$ cat config.mk
export PLATFORM = sky130hd
export DESIGN_NAME = dbg_serial_probe
export DESIGN_NICKNAME = d
export VERILOG_FILES = /design/src/rtl/dbg_probe_pkg.sv /design/src/rtl/probe_tick_gen.sv /design/src/rtl/probe_frame_ctrl.sv /design/src/rtl/probe_shift_out.sv /design/src/rtl/dbg_serial_probe.sv
export SDC_FILE = /design/constraint.sdc
export NUM_CORES = 1
export LEC_CHECK = 0
export BUFFER_PORTS_ARGS = -buffer_cell sky130_fd_sc_hd__buf_4
export CAP_MARGIN = 0
export CORE_ASPECT_RATIO = 1.75
export CORE_UTILIZATION = 45
export CTS_CLUSTER_DIAMETER = 100
export DETAILED_ROUTE_END_ITERATION = 8
export GPL_ROUTABILITY_DRIVEN = 1
export PLACE_DENSITY = 0.75
export SLEW_MARGIN = 20
export SYNTH_ARGS = -nofsm -noshare
export SYNTH_HDL_FRONTEND = slang
export SYNTH_HIERARCHICAL = 1
export SYNTH_SLANG_ARGS = --single-unit
$ cat constraint.sdc
create_clock -name clk -period 3.5 [get_ports clk]
set_input_delay 0.525 -clock clk [delete_from_list [all_inputs] [get_ports clk]]
set_output_delay 0.525 -clock clk [all_outputs]
set_load 0.03 [all_outputs]
$ cat src/rtl/dbg_probe_pkg.sv
package dbg_probe_pkg;

    typedef enum logic {
        RUN_TRIGGERED = 1'b0,
        RUN_FREE      = 1'b1
    } run_mode_t;

    typedef struct packed {
        logic active;   // a frame is being sent
        logic pending;  // a start request waits for the next boundary
    } seq_flags_t;

    // A new frame is wanted when running freely, when a request is held,
    // or when a request arrives in the boundary cycle itself.
    function automatic logic start_wanted(run_mode_t mode, logic held, logic req);
        return (mode == RUN_FREE) || held || req;
    endfunction

endpackage

$ cat src/rtl/probe_tick_gen.sv
module probe_tick_gen #(
    parameter int DIV = 250
) (
    input  logic clk,
    input  logic rst,
    output logic tick
);
    localparam int CNT_W = (DIV > 1) ? $clog2(DIV) : 1;
    localparam logic [CNT_W-1:0] CNT_TOP = CNT_W'(DIV - 1);

    logic [CNT_W-1:0] cnt_q;

    assign tick = (cnt_q == CNT_TOP);

    always_ff @(posedge clk) begin
        if (rst || tick) begin
            cnt_q <= '0;
        end else begin
            cnt_q <= cnt_q + 1'b1;
        end
    end
endmodule

$ cat src/rtl/probe_frame_ctrl.sv
module probe_frame_ctrl
    import dbg_probe_pkg::*;
#(
    parameter int SLOT_W = 5
) (
    input  logic              clk,
    input  logic              rst,
    input  logic              tick,
    input  run_mode_t         mode,
    input  logic              start_req,
    output logic              active,
    output logic [SLOT_W-1:0] slot,
    output logic              load
);
    localparam logic [SLOT_W-1:0] LAST_SLOT = '1;

    seq_flags_t        flags_q;
    logic [SLOT_W-1:0] slot_q;
    logic              at_boundary;

    // A frame may begin only when idle or at the end of the final slot.
    assign at_boundary = !flags_q.active || (slot_q == LAST_SLOT);
    assign load        = tick && at_boundary &&
                         start_wanted(mode, flags_q.pending, start_req);

    always_ff @(posedge clk) begin
        if (rst) begin
            flags_q <= '0;
            slot_q  <= '0;
        end else begin
            if (load) begin
                flags_q.active <= 1'b1;
                slot_q         <= '0;
            end else if (tick && flags_q.active) begin
                if (slot_q == LAST_SLOT) begin
                    flags_q.active <= 1'b0;
                    slot_q         <= '0;
                end else begin
                    slot_q <= slot_q + 1'b1;
                end
            end

            if (load) begin
                flags_q.pending <= 1'b0;
            end else if (start_req && (mode == RUN_TRIGGERED)) begin
                flags_q.pending <= 1'b1;
            end
        end
    end

    assign active = flags_q.active;
    assign slot   = slot_q;
endmodule

$ cat src/rtl/probe_shift_out.sv
module probe_shift_out #(
    parameter int VEC_W  = 30,
    parameter int SLOT_W = 5
) (
    input  logic              clk,
    input  logic              rst,
    input  logic              load,
    input  logic [VEC_W-1:0]  watch_vec,
    input  logic              active,
    input  logic [SLOT_W-1:0] slot,
    output logic [VEC_W-1:0]  snap,
    output logic              probe_data,
    output logic              probe_mark
);
    localparam int FRAME_SLOTS = 1 << SLOT_W;

    logic [VEC_W-1:0]       snap_q;
    logic [FRAME_SLOTS-1:0] slot_bits;

    always_ff @(posedge clk) begin
        if (rst) begin
            snap_q <= '0;
        end else if (load) begin
            snap_q <= watch_vec;
        end
    end

    // Slots past the vector width read zero and form the idle gap.
    generate
        if (VEC_W < FRAME_SLOTS) begin : g_gap
            assign slot_bits = {{(FRAME_SLOTS - VEC_W){1'b0}}, snap_q};
        end else begin : g_full
            assign slot_bits = snap_q[FRAME_SLOTS-1:0];
        end
    endgenerate

    assign probe_data = active && slot_bits[slot];
    assign probe_mark = active && (slot == '0);
    assign snap       = snap_q;
endmodule

$ cat src/rtl/dbg_serial_probe.sv
module dbg_serial_probe
    import dbg_probe_pkg::*;
#(
    parameter int VEC_W         = 30,
    parameter int SLOT_W        = 5,
    parameter int CLKS_PER_SLOT = 250
) (
    input  logic             clk,
    input  logic             rst,
    input  logic             free_run,
    input  logic             start_req,
    input  logic [VEC_W-1:0] watch_vec,
    output logic             probe_data,
    output logic             probe_mark
);
    logic              tick;
    logic              active;
    logic              load;
    logic [SLOT_W-1:0] slot;
    logic [VEC_W-1:0]  snap;
    run_mode_t         mode;

    assign mode = free_run ? RUN_FREE : RUN_TRIGGERED;

    probe_tick_gen #(
        .DIV (CLKS_PER_SLOT)
    ) u_tick (
        .clk  (clk),
        .rst  (rst),
        .tick (tick)
    );

    probe_frame_ctrl #(
        .SLOT_W (SLOT_W)
    ) u_ctrl (
        .clk       (clk),
        .rst       (rst),
        .tick      (tick),
        .mode      (mode),
        .start_req (start_req),
        .active    (active),
        .slot      (slot),
        .load      (load)
    );

    probe_shift_out #(
        .VEC_W  (VEC_W),
        .SLOT_W (SLOT_W)
    ) u_out (
        .clk        (clk),
        .rst        (rst),
        .load       (load),
        .watch_vec  (watch_vec),
        .active     (active),
        .slot       (slot),
        .snap       (snap),
        .probe_data (probe_data),
        .probe_mark (probe_mark)
    );
endmodule

==> summary.md <==
| Metric | Value |
|---|---|
| #FFs+latches synth | `45` |
| VDD IR max | `around 0.49 mV` |
| Post-DRT Antenna Nets | `0` |
| Most common cell after layout, fill and taps aside | `dfxtp_1` |
| Worst path required time | `2.97 ns` |
| DIE AREA | `0.00488 mm^2` |
| Buf+Inv Stages, Crit Path | `2` |
| Reg2Reg Depth | `8` |
| Reg-to-Reg End | `u_out/snap[19]` |
| Mapped Cells | `about 200` |
| DRC viols | `0` |
| Antenna cells | `0` |
| RSZ-0062 raised after global routing | `false` |
| IO buf count | `35` |
| Max Fclk | `350 MHz` |
| Final Total Pwr | `0.967 mW` |
| Yosys top cell by area | `dfxtp_1` |
| Critical path peak fanout | `8` |
| Total of max-cap violations | `0` |
| Sink Count | `45` |
| Syn_area_per_cell | `10.1 um^2` |
| Die width | `53.3 um` |
| Synth cell types | `41` |
| CTS Buf Count | `5` |
| Clock transition at the registers of the reported paths | `~0.08 ns` |
| Initial Utilization | `0.470` |
| Clock Path Buffers | `2` |
| CP Capture Type | `primary output` |
| Crit path top cell by count | `buf_4` |
| Slew margin rel. | `0.607` |
| Worst Tran Pin Value | `0.588 ns` |
| Max stage delay cell, worst path | `dfxtp_1` |
| Final Core Density | `0.565` |
| Gpl congestion | `0.814` |
| Max Transition Viols Final | `0` |
| Crit-path cells | `buf_4 > mux4_2 > and2_4 > a2111oi_4 > a311oi_1 > buf_4` |
| Crit path max-delay family | `flip-flops` |
| Drt wl/cell | `13.6 um` |
| Setup TNS | `0 ns` |
| DP Cell Count | `283` |
| GR Overflow Total | `0` |
| Min Clock Period, post-route | `between 2 and 3 ns` |
| CTS resizes | `0` |
| Layout area overhead | `20.3%` |
| Post-CTS Repair Setup Buffers | `0` |
| Post-synthesis sequential area ratio | `0.435` |
| Critical path class | `reg -> out` |
| Period utilisation layout | `0.816` |
| IO Pins | `36` |
| Synth top area cells | `dfxtp_1 44%, mux2i_1 16%, nor2_1 7.3%` |
| Core Area | `0.00440 mm^2` |
| Top cell type's share of synthesized area | `0.435` |
| Final hold violation count | `0` |
| Initial detailed-routing violation count | `23` |
| Hold_ws | `0.467 ns` |
| Cell depth of the worst setup path | `6` |
| Critical path arrival | `2.33 ns` |
| Tightest Hold Check Type | `in -> reg` |
| Leakage | `about 0.91 nW` |
| H-Tree Level Count | `2` |
| Non-filler instance count after layout | `291` |
| CTS tree | `yes` |
| Crit path launch | `u_ctrl/slot[1]` |
| Layout Skew | `0.0102 ns` |
| Drt total wl | `3960 um` |
| Hold Buf Count CTS | `0` |
| Layout Nets | `between 200 and 300` |
| Drt pass-1 iters | `4` |
| Most frequent cells in the layout | `45 x dfxtp_1, 40 x nor2_1, 36 x buf_4` |
| First-pass GRT wire length | `6580 um` |
| R2R Setup Slk | `0.82 ns` |
| Initial antenna violation count | `0` |
| Cell area after synthesis | `~0.0021 mm^2` |
| Via count | `~1600` |
| Crit start category | `register` |
| Clock tree root buffer cell | `clkbuf_8` |
| Skew-Pair Late Insertion Delay | `0.29 ns` |
| Die Y | `91.7 um` |
| Reg-to-Reg Start | `u_ctrl/slot[0]` |
| Vias per cell | `5.38` |
| Hpwl dp | `2910 um` |
| Largest net degree at the start of global routing | `37` |
| Ys Warns | `6` |
| Worst Setup EP | `probe_data` |
| Count of final setup violators | `0` |
| Layout cell share with drive strength beyond 1 | `0.225` |
| Core Rows | `32` |
| Status | `complete, no violations` |
| Total GRT Usage | `0.181` |
| Power Density | `388 mW/mm^2` |
| Syn nets | `between 200 and 250` |
| CP peak stage delay | `approximately 0.52 ns` |
| Vias in the first global route | `1531` |
sequential cells by signal, summed over array words and instances (netlist names):
name,count
u_ctrl/slot,5
u_out/snap,30
u_ctrl/active,1
u_ctrl/flags_q,1
u_tick/cnt_q,8
metal layers:
layer | track usage | routed length, um
met5 | 0 | 0
met4 | 0.0833 | 80
met3 | 0.0381 | 147
met2 | 0.314 | 2070
met1 | 0.198 | 1660
logic make-up after synthesis:
group	share of synthesized area
adder cells (fa/ha/maj)	0.0242
buffers and inverters	0.0333
AND/OR/NAND/NOR	0.178
AO/OA/AOI/OAI	0.0810
flip-flops	0.435
XOR/XNOR	0.0127
multiplexers	0.235
worst register-to-register path: stages, from the launching register on:
cell	delay, ns
dfxtp_1	0.70
ha_1	0.28
and3_1	0.17
ha_1	0.25
nand2b_1	0.17
and3_2	0.48
buf_12	0.24
mux2i_1	0.22
nor2_1	0.06
power breakdown:
group	internal [mW]	leakage [nW]	switching, mW
clock	0.233	0.0585	0.160
sequential	0.518	0.363	0.00611
combinational	0.0313	0.489	0.0196
total	0.781	0.911	0.186
how the worst min path moves through the flow:
| stage | startpoint | endpoint | slack [ns] | depth (start not counted) |
|---|---|---|---|---|
| after global placement | u_ctrl/flags_q[0] | u_ctrl/flags_q[0] | 0.44 | 2 |
| after global routing | watch_vec[15] | u_out/snap[15] | 0.46 | 3 |
| final | watch_vec[0] | u_out/snap[0] | 0.47 | 3 |
| after CTS | watch_vec[14] | u_out/snap[14] | 0.46 | 3 |
| after floorplan | u_ctrl/flags_q[0] | u_ctrl/flags_q[0] | 0.43 | 2 |
| after detailed placement | u_ctrl/flags_q[0] | u_ctrl/flags_q[0] | 0.46 | 2 |
metrics by stage:
| stage | setup WS [ns] | area [um^2] |
|---|---|---|
| 4_1_cts | 0.618 | 2490 |
| 3_5_place_dp | 0.823 | 2370 |
| 5_1_grt | 0.537 | 2490 |
| 2_1_floorplan | 0.996 | 2070 |
| 6_report | 0.644 | 2490 |
| 3_3_place_gp | 0.915 | 2370 |
cell usage after synthesis:
cell type	count
a21oi_1	6
buf_6	1
a22o_1	1
a2111oi_4	1
nand3_1	8
nand2_2	1
clkbuf_1	5
nor2_1	40
and3_1	1
dfxtp_1	45
o211ai_1	1
nand4_2	1
o21bai_1	1
o41ai_1	1
inv_1	5
nand2b_1	1
o21ai_0	2
and2_4	1
mux4_2	3
and4bb_2	1
ha_1	4
o32ai_1	1
o31ai_1	1
or2b_1	1
a311oi_1	1
a32oi_1	1
or3_1	5
nand3b_1	1
nand2_1	9
or4_1	1
and3_2	1
xnor2_1	1
nor2b_1	2
xor2_1	2
nor4b_1	1
a31oi_1	4
or4b_1	1
mux4_1	3
buf_2	4
a31o_2	1
mux2i_1	34
layout make-up:
type	count	area (um^2)
Multi-Input combinational cell	145	1100
Tap cell	51	63.8
Timing Repair Buffer	37	290
Inverter	5	18.8
Clock inverter	1	30.0
Clock buffer	7	86.3
Fill cell	412	1910
Sequential cell	45	901
Note: power is estimated with default switching activity, not from simulation.
